File: src/rtl/spim_pkg.sv
package spim_pkg;

    localparam int FRAME_BITS = 8;
    localparam int CNT_W      = $clog2(FRAME_BITS);

    // register offsets (software decodes these)
    localparam int OFS_CTRL = 'h00;
    localparam int OFS_AUX  = 'h01;
    localparam int OFS_RATE = 'h04;
    localparam int OFS_STAT = 'h05;
    localparam int OFS_DATA = 'h09;
    localparam int OFS_PORT = 'h0D;
    localparam int OFS_DIR  = 'h10;

    // rate register layout
    localparam int RATE_PRE_LSB = 4;
    localparam int RATE_PRE_W   = 3;
    localparam int RATE_EXP_W   = 3;

    // status bit positions
    localparam int STAT_DONE_BIT  = 7;
    localparam int STAT_COLL_BIT  = 6;
    localparam int STAT_FAULT_BIT = 4;

    typedef enum logic [1:0] {
        ENG_IDLE,
        ENG_LEAD,
        ENG_TRAIL,
        ENG_FINISH
    } eng_state_t;

    typedef struct packed {
        logic irq_en;
        logic enable;
        logic master;
        logic cpol;
        logic cpha;
        logic ss_drive;
        logic lsb_first;
    } ctl_t;

    function automatic ctl_t ctl_from_byte(input logic [7:0] b);
        ctl_t c;
        c.irq_en    = b[7];
        c.enable    = b[6];
        c.master    = b[4];
        c.cpol      = b[3];
        c.cpha      = b[2];
        c.ss_drive  = b[1];
        c.lsb_first = b[0];
        return c;
    endfunction

    function automatic logic [7:0] ctl_to_byte(input ctl_t c);
        return {c.irq_en, c.enable, 1'b0, c.master, c.cpol, c.cpha, c.ss_drive, c.lsb_first};
    endfunction

    // position in the byte of the k-th bit on the wire
    function automatic logic [CNT_W-1:0] bit_slot(input logic lsb, input logic [CNT_W-1:0] k);
        return lsb ? k : (CNT_W'(FRAME_BITS - 1) - k);
    endfunction

endpackage

File: src/rtl/spim_rate_gen.sv
module spim_rate_gen #(
    parameter int PRE_W = 3,
    parameter int EXP_W = 3
) (
    input  logic             clk,
    input  logic             rst_n,
    input  logic             run,
    input  logic [PRE_W-1:0] pre,
    input  logic [EXP_W-1:0] expo,
    output logic             tick
);
    // longest half period: 2^PRE_W * 2^(2^EXP_W - 1)
    localparam int HALF_W = PRE_W + (1 << EXP_W);

    logic [HALF_W-1:0] half_len;
    logic [HALF_W-1:0] cnt_q;

    assign half_len = (HALF_W'(pre) + HALF_W'(1)) << expo;
    assign tick     = run && (cnt_q == half_len - HALF_W'(1));

    always_ff @(posedge clk or negedge rst_n) begin
        if (!rst_n) begin
            cnt_q <= '0;
        end else if (!run || tick) begin
            cnt_q <= '0;
        end else begin
            cnt_q <= cnt_q + HALF_W'(1);
        end
    end

endmodule

File: src/rtl/spim_shift_engine.sv
module spim_shift_engine
    import spim_pkg::*;
(
    input  logic                  clk,
    input  logic                  rst_n,
    input  logic                  start,
    input  logic                  abort,
    input  logic                  tick,
    input  logic                  cfg_cpol,
    input  logic                  cfg_cpha,
    input  logic                  cfg_lsb,
    input  logic [FRAME_BITS-1:0] tx_byte,
    input  logic                  miso,
    output logic                  sclk,
    output logic                  mosi,
    output logic                  busy,
    output logic                  run,
    output logic                  done,
    output logic [FRAME_BITS-1:0] rx_byte
);
    localparam logic [CNT_W-1:0] LAST_BIT = CNT_W'(FRAME_BITS - 1);

    eng_state_t            state_q, state_d;
    logic [CNT_W-1:0]      bit_q;
    logic                  sclk_q;
    logic                  mosi_q;
    logic [FRAME_BITS-1:0] tx_q;
    logic [FRAME_BITS-1:0] rx_q;
    logic                  m_cpha;
    logic                  m_lsb;

    // next state
    always_comb begin
        state_d = state_q;
        unique case (state_q)
            ENG_IDLE:   if (start) state_d = ENG_LEAD;
            ENG_LEAD:   if (tick)  state_d = ENG_TRAIL;
            ENG_TRAIL:  if (tick)  state_d = (bit_q == LAST_BIT) ? ENG_FINISH : ENG_LEAD;
            ENG_FINISH: state_d = ENG_IDLE;
        endcase
        if (abort) state_d = ENG_IDLE;
    end

    // state register
    always_ff @(posedge clk or negedge rst_n) begin
        if (!rst_n) state_q <= ENG_IDLE;
        else        state_q <= state_d;
    end

    // datapath and serial outputs
    always_ff @(posedge clk or negedge rst_n) begin
        if (!rst_n) begin
            bit_q  <= '0;
            sclk_q <= 1'b0;
            mosi_q <= 1'b0;
            tx_q   <= '0;
            rx_q   <= '0;
            m_cpha <= 1'b0;
            m_lsb  <= 1'b0;
        end else if (!abort) begin
            unique case (state_q)
                ENG_IDLE: begin
                    if (start) begin
                        tx_q   <= tx_byte;
                        m_cpha <= cfg_cpha;
                        m_lsb  <= cfg_lsb;
                        bit_q  <= '0;
                        sclk_q <= cfg_cpol;
                        mosi_q <= tx_byte[bit_slot(cfg_lsb, '0)];
                    end
                end
                ENG_LEAD: begin
                    if (tick) begin
                        sclk_q <= ~sclk_q;
                        if (!m_cpha) rx_q[bit_slot(m_lsb, bit_q)] <= miso;
                        else         mosi_q <= tx_q[bit_slot(m_lsb, bit_q)];
                    end
                end
                ENG_TRAIL: begin
                    if (tick) begin
                        sclk_q <= ~sclk_q;
                        bit_q  <= bit_q + CNT_W'(1);
                        if (m_cpha) begin
                            rx_q[bit_slot(m_lsb, bit_q)] <= miso;
                        end else if (bit_q != LAST_BIT) begin
                            mosi_q <= tx_q[bit_slot(m_lsb, bit_q + CNT_W'(1))];
                        end
                    end
                end
                ENG_FINISH: ;
            endcase
        end
    end

    assign run     = (state_q == ENG_LEAD) || (state_q == ENG_TRAIL);
    assign busy    = (state_q != ENG_IDLE);
    assign done    = (state_q == ENG_FINISH);
    assign sclk    = run ? sclk_q : cfg_cpol;
    assign mosi    = mosi_q;
    assign rx_byte = rx_q;

    assert_abort_idle_R9: assert property (@(posedge clk) disable iff (!rst_n)
        abort |=> (state_q == ENG_IDLE));

    assert_mosi_hold_R4: assert property (@(posedge clk) disable iff (!rst_n)
        (run && !tick && !abort) |=> $stable(mosi));

endmodule

File: src/rtl/spim_regs.sv
module spim_regs
    import spim_pkg::*;
#(
    parameter int ADDR_W = 5,
    parameter int SS_BIT = 3
) (
    input  logic                  clk,
    input  logic                  rst_n,
    input  logic [ADDR_W-1:0]     bus_addr,
    input  logic                  bus_wr,
    input  logic                  bus_rd,
    input  logic [7:0]            bus_wdata,
    output logic [7:0]            bus_rdata,
    input  logic                  eng_busy,
    input  logic                  eng_done,
    input  logic [FRAME_BITS-1:0] eng_rx,
    input  logic                  ss_in_n,
    output logic                  cfg_cpol,
    output logic                  cfg_cpha,
    output logic                  cfg_lsb,
    output logic [RATE_PRE_W-1:0] pre,
    output logic [RATE_EXP_W-1:0] expo,
    output logic                  eng_start,
    output logic                  eng_abort,
    output logic                  ss_n,
    output logic                  irq_done,
    output logic                  irq_fault
);
    ctl_t                  ctl_q;
    logic [7:0]            aux_q, port_q, dir_q;
    logic [RATE_PRE_W-1:0] pre_q;
    logic [RATE_EXP_W-1:0] expo_q;
    logic [2:0]            flags_q;   // {done, collision, fault}
    logic [2:0]            armed_q;

    logic hit_ctrl, hit_aux, hit_rate, hit_stat, hit_data, hit_port, hit_dir;
    logic wr_data, data_rd, stat_rd, fault_now, collide_now;
    logic [2:0] set_now, clr_now;
    logic [7:0] rate_rd, stat_rd_val;

    assign hit_ctrl = (bus_addr == ADDR_W'(OFS_CTRL));
    assign hit_aux  = (bus_addr == ADDR_W'(OFS_AUX));
    assign hit_rate = (bus_addr == ADDR_W'(OFS_RATE));
    assign hit_stat = (bus_addr == ADDR_W'(OFS_STAT));
    assign hit_data = (bus_addr == ADDR_W'(OFS_DATA));
    assign hit_port = (bus_addr == ADDR_W'(OFS_PORT));
    assign hit_dir  = (bus_addr == ADDR_W'(OFS_DIR));

    assign wr_data   = bus_wr && hit_data;
    assign data_rd   = bus_rd && hit_data;
    assign stat_rd   = bus_rd && hit_stat;
    assign fault_now = ctl_q.enable && ctl_q.master && !ctl_q.ss_drive && !ss_in_n;
    assign collide_now = wr_data && eng_busy;
    assign eng_start = wr_data && ctl_q.enable && ctl_q.master && !eng_busy && !fault_now;
    assign eng_abort = fault_now;

    assign set_now = {eng_done, collide_now, fault_now};
    assign clr_now = data_rd ? armed_q : 3'b000;

    always_ff @(posedge clk or negedge rst_n) begin
        if (!rst_n) begin
            ctl_q  <= '0;
            aux_q  <= '0;
            port_q <= '0;
            dir_q  <= '0;
            pre_q  <= '0;
            expo_q <= '0;
        end else begin
            if (bus_wr && hit_ctrl) ctl_q <= ctl_from_byte(bus_wdata);
            if (fault_now)          ctl_q.master <= 1'b0;
            if (bus_wr && hit_aux)  aux_q <= bus_wdata;
            if (bus_wr && hit_port) port_q <= bus_wdata;
            if (bus_wr && hit_dir)  dir_q <= bus_wdata;
            if (bus_wr && hit_rate) begin
                pre_q  <= bus_wdata[RATE_PRE_LSB +: RATE_PRE_W];
                expo_q <= bus_wdata[0 +: RATE_EXP_W];
            end
        end
    end

    // two-step flag clearing: status read arms, data read clears
    always_ff @(posedge clk or negedge rst_n) begin
        if (!rst_n) begin
            flags_q <= '0;
            armed_q <= '0;
        end else begin
            flags_q <= (flags_q & ~clr_now) | set_now;
            if (data_rd)      armed_q <= '0;
            else if (stat_rd) armed_q <= flags_q;
        end
    end

    always_comb begin
        rate_rd = '0;
        rate_rd[RATE_PRE_LSB +: RATE_PRE_W] = pre_q;
        rate_rd[0 +: RATE_EXP_W]            = expo_q;
        stat_rd_val = '0;
        stat_rd_val[STAT_DONE_BIT]  = flags_q[2];
        stat_rd_val[STAT_COLL_BIT]  = flags_q[1];
        stat_rd_val[STAT_FAULT_BIT] = flags_q[0];
    end

    always_comb begin
        bus_rdata = '0;
        if (hit_ctrl)      bus_rdata = ctl_to_byte(ctl_q);
        else if (hit_aux)  bus_rdata = aux_q;
        else if (hit_rate) bus_rdata = rate_rd;
        else if (hit_stat) bus_rdata = stat_rd_val;
        else if (hit_data) bus_rdata = 8'(eng_rx);
        else if (hit_port) bus_rdata = port_q;
        else if (hit_dir)  bus_rdata = dir_q;
    end

    assign cfg_cpol  = ctl_q.cpol;
    assign cfg_cpha  = ctl_q.cpha;
    assign cfg_lsb   = ctl_q.lsb_first;
    assign pre       = pre_q;
    assign expo      = expo_q;
    assign ss_n      = dir_q[SS_BIT] ? port_q[SS_BIT] : 1'b1;
    assign irq_done  = ctl_q.irq_en && flags_q[2];
    assign irq_fault = ctl_q.irq_en && flags_q[0];

    assert_done_flag_R6: assert property (@(posedge clk) disable iff (!rst_n)
        eng_done |=> flags_q[2]);

    assert_collision_flag_R7: assert property (@(posedge clk) disable iff (!rst_n)
        (wr_data && eng_busy) |=> flags_q[1]);

    assert_fault_drops_master_R9: assert property (@(posedge clk) disable iff (!rst_n)
        fault_now |=> !ctl_q.master);

    assert_flag_sticky_R8: assert property (@(posedge clk) disable iff (!rst_n)
        (flags_q[2] && !data_rd) |=> flags_q[2]);

endmodule

File: src/rtl/spi_host_ctrl.sv
module spi_host_ctrl
    import spim_pkg::*;
#(
    parameter int ADDR_W = 5
) (
    input  logic              clk,
    input  logic              rst_n,
    input  logic [ADDR_W-1:0] bus_addr,
    input  logic              bus_wr,
    input  logic              bus_rd,
    input  logic [7:0]        bus_wdata,
    output logic [7:0]        bus_rdata,
    output logic              sclk,
    output logic              mosi,
    input  logic              miso,
    output logic              ss_n,
    input  logic              ss_in_n,
    output logic              irq_done,
    output logic              irq_fault
);
    logic                  cfg_cpol, cfg_cpha, cfg_lsb;
    logic [RATE_PRE_W-1:0] pre;
    logic [RATE_EXP_W-1:0] expo;
    logic                  eng_start, eng_abort, eng_busy, eng_run, eng_done, tick;
    logic [FRAME_BITS-1:0] eng_rx;

    spim_regs #(.ADDR_W(ADDR_W), .SS_BIT(3)) u_regs (
        .clk(clk), .rst_n(rst_n),
        .bus_addr(bus_addr), .bus_wr(bus_wr), .bus_rd(bus_rd),
        .bus_wdata(bus_wdata), .bus_rdata(bus_rdata),
        .eng_busy(eng_busy), .eng_done(eng_done), .eng_rx(eng_rx),
        .ss_in_n(ss_in_n),
        .cfg_cpol(cfg_cpol), .cfg_cpha(cfg_cpha), .cfg_lsb(cfg_lsb),
        .pre(pre), .expo(expo),
        .eng_start(eng_start), .eng_abort(eng_abort),
        .ss_n(ss_n), .irq_done(irq_done), .irq_fault(irq_fault)
    );

    spim_rate_gen #(.PRE_W(RATE_PRE_W), .EXP_W(RATE_EXP_W)) u_rate (
        .clk(clk), .rst_n(rst_n), .run(eng_run),
        .pre(pre), .expo(expo), .tick(tick)
    );

    spim_shift_engine u_engine (
        .clk(clk), .rst_n(rst_n),
        .start(eng_start), .abort(eng_abort), .tick(tick),
        .cfg_cpol(cfg_cpol), .cfg_cpha(cfg_cpha), .cfg_lsb(cfg_lsb),
        .tx_byte(bus_wdata[FRAME_BITS-1:0]), .miso(miso),
        .sclk(sclk), .mosi(mosi), .busy(eng_busy), .run(eng_run),
        .done(eng_done), .rx_byte(eng_rx)
    );

endmodule

File: config.mk
export PLATFORM = sky130hd
export DESIGN_NAME = spi_host_ctrl
export DESIGN_NICKNAME = d
export VERILOG_FILES = /design/src/rtl/spim_pkg.sv /design/src/rtl/spim_rate_gen.sv /design/src/rtl/spim_shift_engine.sv /design/src/rtl/spim_regs.sv /design/src/rtl/spi_host_ctrl.sv
export SDC_FILE = /design/constraint.sdc
export NUM_CORES = 1
export LEC_CHECK = 0
export BUFFER_PORTS_ARGS = -buffer_cell sky130_fd_sc_hd__buf_2
export CELL_PAD_IN_SITES_DETAIL_PLACEMENT = 0
export CELL_PAD_IN_SITES_GLOBAL_PLACEMENT = 1
export CORE_ASPECT_RATIO = 1.4
export CORE_MARGIN = 1
export CORE_UTILIZATION = 52
export DETAILED_ROUTE_END_ITERATION = 7
export PLACE_DENSITY_LB_ADDON = 0.1
export SLEW_MARGIN = 30
export SYNTH_ARGS = -nofsm -noshare
export SYNTH_HDL_FRONTEND = slang
export SYNTH_HIERARCHICAL = 1
export SYNTH_SLANG_ARGS = --single-unit
File: constraint.sdc
create_clock -name clk -period 12.2 [get_ports clk]
set_input_delay 2.44 -clock clk [delete_from_list [all_inputs] [get_ports clk]]
set_output_delay 2.44 -clock clk [all_outputs]
set_load 0.03 [all_outputs]
==> flow_summary.rst, run 1 <==
.. list-table::
   :header-rows: 1

   * - Metric
     - Value
   * - Result of the run
     - completed
   * - X dimension of the die
     - 90.1 um
   * - Die height
     - 125 um
   * - Vias in the first global route
     - 4,634
   * - Post-placement cell count
     - 734
   * - Number of clock buffers inserted by TritonCTS
     - 9
   * - Worst Path Required
     - 9.76 ns
   * - IR drop worst, VDD
     - 105 uV
   * - Flop and latch count out of synthesis
     - 79
   * - Gp weighted congestion
     - 0.886
   * - Maximum number of pins on one net before global-route repair
     - 80
   * - Area added between synthesis and finish
     - 7.88%
   * - Worst-skew pair later-pin latency
     - 0.34 ns
   * - Pre-CTS setup slack
     - 5.62 ns
   * - Utilization after layout
     - 58.3%
   * - Leakage
     - 2.58 nW
   * - Area fraction of the dominant cell type after synthesis
     - 35.0%
   * - Number of gates resized after CTS
     - 0
   * - CTS Sinks
     - 79
   * - Dominant cell by count in the synthesized netlist
     - dfrtp_1
   * - Drt first pass iters
     - 4
   * - Area of the placeable core
     - 10,500 um2
   * - # Post-CTS Setup Buffers
     - 0
   * - Launch instance of the worst register-to-register path
     - u_regs/pre[0]
   * - Reg clk slew, reported paths
     - 0.06 ns
   * - Hold-fix buffers, CTS
     - 0
   * - Count of flip-flops with a built-in enable after synthesis
     - 0
   * - Endpoint class of the critical path
     - output port
   * - Fraction of synthesis flops using an asynchronous set or reset pin
     - 100%
   * - Number of pins with negative max-slew slack in the final report
     - 0
   * - Final worst setup slack
     - 5.60 ns
   * - Detailed-route wire length
     - 14,100 um
   * - Number of instances on the worst hold path
     - 1
   * - Overall global routing resource usage
     - 26.1%
   * - Most used flip-flop cell after synthesis
     - dfrtp_1
   * - DRC violations left
     - 0
   * - Critical path startpoint category
     - input port
   * - Floorplan die area
     - 11,300 um2
   * - Proportion of layout cells with a drive suffix above 1
     - 20.9%
   * - Period utilisation layout
     - 54.1%
   * - Site row count
     - 44
   * - Number of inserted filler cells in the final layout
     - 928
   * - Type of the most critical hold path
     - flip-flop to flip-flop
   * - Final cell count without fillers
     - 750
   * - ANT cells
     - 0
   * - Sink of the worst hold path
     - u_regs/port_q[4]
   * - Distinct cells, synth
     - 85
   * - Antenna violations before repair
     - 0
   * - Effective utilization at floorplan
     - 54.0%
   * - Commonest cells in the synthesized netlist
     - dfrtp_1 (79), nand2_1 (50), mux2_2 (48), a21oi_1 (36), nor2_1 (36)
   * - Achievable Freq
     - 152 MHz
   * - Via count normalized by instance count
     - 6.20
   * - Worst r2r dst
     - u_engine/rx_byte[2]
   * - WS Path Type
     - input port to output port
   * - Root buffer cell
     - clkbuf_16
   * - Number of nets in the finished design
     - 635
   * - CP Max Fanout
     - 23
   * - Mapped Area
     - 5650 um2
   * - Cell type with the largest total area after synthesis
     - dfrtp_1
   * - Min-delay src
     - u_regs/port_q[4]
   * - Net count after synthesis
     - 627
   * - Length in cells of the worst reg-to-reg path
     - 15
   * - IO Port Bufs
     - 31
   * - Setup Total Neg Slack
     - 0 ns
   * - CTS tree
     - built
   * - GRT overflow
     - 0
   * - Max Buffers Root-to-Sink
     - 2
   * - Pwr per Cell Area
     - 171 nW/um2
   * - Max Cap Viol
     - 0
   * - Total number of vias
     - 4,651
   * - Antenna Violating Nets Remaining
     - 0
   * - Leading post-synthesis cells by cell area
     - dfrtp_1 (35%), mux2_2 (9.6%), nand2_1 (3.3%)
   * - Number of I/O pins
     - 32
   * - Setup Skew
     - 0.00914 ns
   * - Setup repair after global routing missed its margin
     - false
   * - Arrival time at the worst endpoint
     - 4.16 ns
   * - Routed wirelength normalized by instance count
     - 18.8 um
   * - Min cycle time layout
     - 6.60 ns
   * - Starting DRC count in detailed routing
     - 237
   * - Wire length of the first global-routing pass
     - 23,600 um
   * - Post-Synthesis Mean Instance Area
     - 9.44 um2
   * - Cell count after synthesis
     - 599
   * - Register cell area after layout
     - 1980 um2
   * - CTS H-tree depth
     - 3
   * - Register-to-register setup slack
     - 7.29 ns
   * - Final count of negative-setup-slack endpoints
     - 0
   * - Measured slew at the worst slew-check pin
     - 0.971 ns
   * - YS warnings
     - 6
   * - Normalized max-slew margin
     - 35.3%
   * - Area of the multi-input gates
     - 3390 um2
   * - DP HPWL
     - 10,400 um
   * - Worst hold slack
     - 0.496 ns
   * - Final Hold Fails
     - 0
   * - Seq/Total Area, Yosys
     - 35.0%
## kinds of logic after synthesis
kind of cell             count (synthesis)  synth area share (%)
buffers and inverters                   55                  4.98
multiplexers                            68                  13.6
adder cells (fa/ha/maj)                  9                  1.99
AND/OR/NAND/NOR                        213                  21.0
AO/OA/AOI/OAI                          148                  19.1
XOR/XNOR                                27                  4.32
flip-flops                              79                  35.0
## stage by stage
step | power, mW | area (um2)
floorplan | 0.676 | 5650
global placement | 0.754 | 5790
detailed placement | 0.765 | 5790
CTS | 1.05 | 6090
global route | 1.10 | 6100
finish | 1.04 | 6100
## registers in the layout, indices dropped and copies added (netlist names)
register	count
u_regs/cfg_cpol	1
u_engine/rx_byte	8
u_engine/mosi	1
u_rate/cnt_q	11
u_regs/flags_q	3
u_regs/cfg_cpha	1
u_engine/m_cpha	1
u_engine/tx_q	8
u_regs/aux_q	8
u_engine/m_lsb	1
u_regs/dir_q	8
u_regs/expo	3
u_regs/pre	3
u_engine/state_q	2
u_regs/cfg_lsb	1
u_regs/armed_q	3
u_engine/bit_q	3
u_regs/ctl_q	4
u_regs/port_q	8
u_engine/sclk_q	1
## how the worst max path moves through the flow
stage                 from           end  slack (ns)  cells after the start
5_1_grt        bus_addr[0]  bus_rdata[4]        5.42                      6
4_1_cts        bus_addr[0]  bus_rdata[4]        5.62                      6
2_1_floorplan  bus_addr[2]  bus_rdata[3]        5.90                      6
3_5_place_dp   bus_addr[0]  bus_rdata[4]        5.62                      6
6_report       bus_addr[0]  bus_rdata[4]        5.60                      6
3_3_place_gp   bus_addr[0]  bus_rdata[4]        5.72                      6
## routing by layer
layer,GRT usage (%),wire length (um),vias to the layer above
met2,48.8,7450,81
met3,3.22,335,25
li1,-,-,2230
met5,0,0,-
met1,30.2,5940,2315
met4,9.77,357,0
## cell type report
type | instances | area share (%)
Inverter | 19 | 1.17
Clock buffer | 12 | 3.88
Clock inverter | 4 | 1.15
Timing Repair Buffer | 33 | 2.89
Multi-Input combinational cell | 465 | 55.7
Sequential cell | 79 | 32.4
Tap cell | 138 | 2.83
## critical path: stages
cell and delay (ns):
buf_2 0.34, nand4bb_1 0.46, o21ai_0 0.34, a21oi_1 0.12
a221o_1 0.27, buf_2 0.18
## cells in the final DEF, fill, tap and decap left out, drive strengths merged, types with 14 or more instances in the layout
cell type,synthesis,final
nand3,25,25
a21oi,36,36
mux2i,17,17
mux2,49,49
nor2b,14,14
dfrtp,79,79
inv,19,19
nand2,51,51
xnor2,20,20
nor2,47,47
o22ai,23,23
buf,28,33
nand2b,15,15
o21ai,17,17
## where the power goes
group	total (mW)	switching (mW)	internal, mW
clock network	0.280	0.101	0.179
logic	0.380	0.219	0.161
registers	0.380	0.0719	0.308
total	1.04	0.392	0.649
Power figures use the tool's default switching activity.
==> inputs of run 2 (changes only) <==
CORE_UTILIZATION = 44   (was 52)
clock period = 5.88 ns   (was 12.2 ns; I/O delays follow)
==> flow_summary.rst, run 2 (same netlist as run 1, synthesis figures left out) <==
.. list-table::
   :header-rows: 1

   * - Metric
     - Value
   * - DRC violations left
     - 0 (unchanged)
   * - # Post-CTS Setup Buffers
     - 0 (unchanged)
   * - Worst-skew pair later-pin latency
     - 0.33 ns (about the same)
   * - Number of flip-flops in the largest register
     - 11 (unchanged)
   * - Number of pins with negative max-slew slack in the final report
     - 0 (unchanged)
   * - Type of the most critical hold path
     - flip-flop to flip-flop
   * - Detailed-route wire length
     - 14,800 um (+5.3%)
   * - Number of clock buffers inserted by TritonCTS
     - 9 (unchanged)
   * - Wire length of the first global-routing pass
     - 24,100 um (+2.4%)
   * - Setup repair after global routing missed its margin
     - false
   * - Max Buffers Root-to-Sink
     - 2 (unchanged)
   * - Floorplan die area
     - 13,300 um2 (+18%)
   * - Number of nets in the finished design
     - 635 (unchanged)
   * - Register containing the most flip-flops in the final layout
     - u_rate/cnt_q
   * - Setup Total Neg Slack
     - 0 ns (unchanged)
   * - ANT cells
     - 0 (unchanged)
   * - Arrival time at the worst endpoint
     - 5.12 ns (+0.96 ns)
   * - Leakage
     - 2.60 nW (+0.80%)
   * - CTS tree
     - built
   * - Gp weighted congestion
     - 0.868 (-2.1%)
   * - GRT overflow
     - 0 (unchanged)
   * - CTS Sinks
     - 79 (unchanged)
   * - DP HPWL
     - 10,900 um (+4.9%)
   * - Area added between synthesis and finish
     - 9.08%
   * - Commonest cells after routing, fill and taps aside
     - dfrtp_1 (79), nand2_1 (50), mux2_2 (48)
   * - Max Cap Viol
     - 0 (unchanged)
   * - Reg clk slew, reported paths
     - 0.07 ns (about the same)
   * - Final worst setup slack
     - 0.988 ns (-4.61 ns)
   * - Total number of vias
     - 4,646 (-0.11%)
   * - Final Hold Fails
     - 0 (unchanged)
   * - Total placed instance area
     - 5810 um2 (+0.41%)
   * - CTS H-tree depth
     - 3 (unchanged)
   * - Period utilisation layout
     - 83.2%
   * - Vias in the first global route
     - 4,649 (+0.32%)
   * - Area of the placeable core
     - 12,400 um2 (+19%)
   * - Endpoint class of the critical path
     - flip-flop
   * - Leading cell type in the layout, fill and taps excluded
     - dfrtp_1
   * - Routed wirelength normalized by instance count
     - 19.5 um (+3.7%)
   * - Normalized max-slew margin
     - 36.4% (+1.1 points)
   * - Number of inserted filler cells in the final layout
     - 1,193 (+29%)
   * - Number of gates resized after CTS
     - 0 (unchanged)
   * - Measured slew at the worst slew-check pin
     - 0.954 ns (-0.0168 ns)
   * - Antenna violations before repair
     - 0 (unchanged)
   * - Critical path startpoint category
     - flip-flop
   * - Antenna Violating Nets Remaining
     - 0 (unchanged)
   * - Final Cell Area
     - 6160 um2 (+1.1%)
   * - X dimension of the die
     - 97.8 um (+8.5%)
   * - Die height
     - 136 um (+8.6%)
   * - Final cell count without fillers
     - 762 (+1.6%)
   * - Worst Path Required
     - 6.10 ns (-3.66 ns)
   * - Post-placement cell count
     - 746 (+1.6%)
   * - Utilization after layout
     - 49.6% (-8.7 points)
   * - Final count of negative-setup-slack endpoints
     - 0 (unchanged)
   * - Min cycle time layout
     - 4.89 ns
   * - Setup Skew
     - 0.00535 ns (-0.00379 ns)
   * - Number of I/O pins
     - 32 (unchanged)
   * - CP Max Fanout
     - 19 (-17%)
   * - Root buffer cell
     - clkbuf_16
   * - Achievable Freq
     - 204 MHz
   * - Site row count
     - 48 (+9.1%)
   * - Hold-fix buffers, CTS
     - 0 (unchanged)
   * - Effective utilization at floorplan
     - 45.5% (-8.6 points)
   * - Pwr per Cell Area
     - 365 nW/um2 (+110%)
   * - Result of the run
     - completed
   * - Via count normalized by instance count
     - 6.10 (-1.7%)
   * - Maximum number of pins on one net before global-route repair
     - 80 (unchanged)
   * - Overall global routing resource usage
     - 23.2% (-3.0 points)
   * - IR drop worst, VDD
     - 163 uV (+55%)
   * - Proportion of layout cells with a drive suffix above 1
     - 21.6% (+0.65 points)
   * - Pre-CTS setup slack
     - 1.10 ns (-4.52 ns)
   * - Starting DRC count in detailed routing
     - 254 (+7.2%)
   * - IO Port Bufs
     - 31 (unchanged)
   * - WS Path Type
     - flip-flop to flip-flop
   * - Drt first pass iters
     - 5 (+1)
[run 2: report_power, final]
part,internal [mW],total [mW],switching [mW]
registers,0.640,0.778,0.138
logic,0.337,0.808,0.472
clock network,0.430,0.661,0.231
[run 2: metal layers]
layer | part of all wire, % | vias up | track usage (%)
li1 | - | 2232 | -
met2 | 53 | 106 | 42.8
met1 | 42 | 2285 | 27.3
met4 | 2.5 | 0 | 9.09
met5 | 0 | - | 0
met3 | 2.6 | 23 | 2.72
[run 2: worst max-delay path, cell delays in order, from the launching register on]
cell and delay (ns):
dfrtp_1 0.60, ha_1 0.55, nand2b_4 0.14, nand2_1 0.08, nand2_1 0.05, ha_1 0.30, xnor2_1 0.36, xor2_1 0.17
a2111oi_0 0.46, nand4b_1 0.16, a311oi_2 0.21, buf_4 0.27, and2_1 0.23, o21bai_1 0.21, o211ai_1 0.20, or4_1 0.54
o221a_1 0.24
[run 2: final cells by class]
type	instances	area [um2]	share of cell area (%)
timing repair buffer	33	176	2.86
clock buffer	10	239	3.88
tap	150	188	3.04
inverter	19	71.3	1.16
sequential	79	1980	32.1
clock inverter	6	115	1.87
multi-input combinational	465	3400	55.1
[run 2: final timing paths]
path / startpoint / to / slack [ns] / cells after the start
setup / recovery: u_regs/pre[0] / u_engine/mosi / 0.99 / 16
hold / removal: u_regs/port_q[4] / u_regs/port_q[4] / 0.50 / 1
setup reg to reg: u_regs/pre[0] / u_engine/mosi / 0.99 / 16
hold reg to reg: u_regs/port_q[4] / u_regs/port_q[4] / 0.50 / 1
max in group asynchronous: rst_n / u_engine/bit_q[2] / 4.48 / 1
min in group asynchronous: rst_n / u_engine/state_q[1] / 0.85 / 1
[run 2: per-stage QoR]
stage | power, mW | hold slack [ns]
floorplan | 1.40 | 0.463
global placement | 1.58 | 0.483
detailed placement | 1.59 | 0.488
CTS | 2.26 | 0.502
global route | 2.38 | 0.526
finish | 2.25 | 0.499
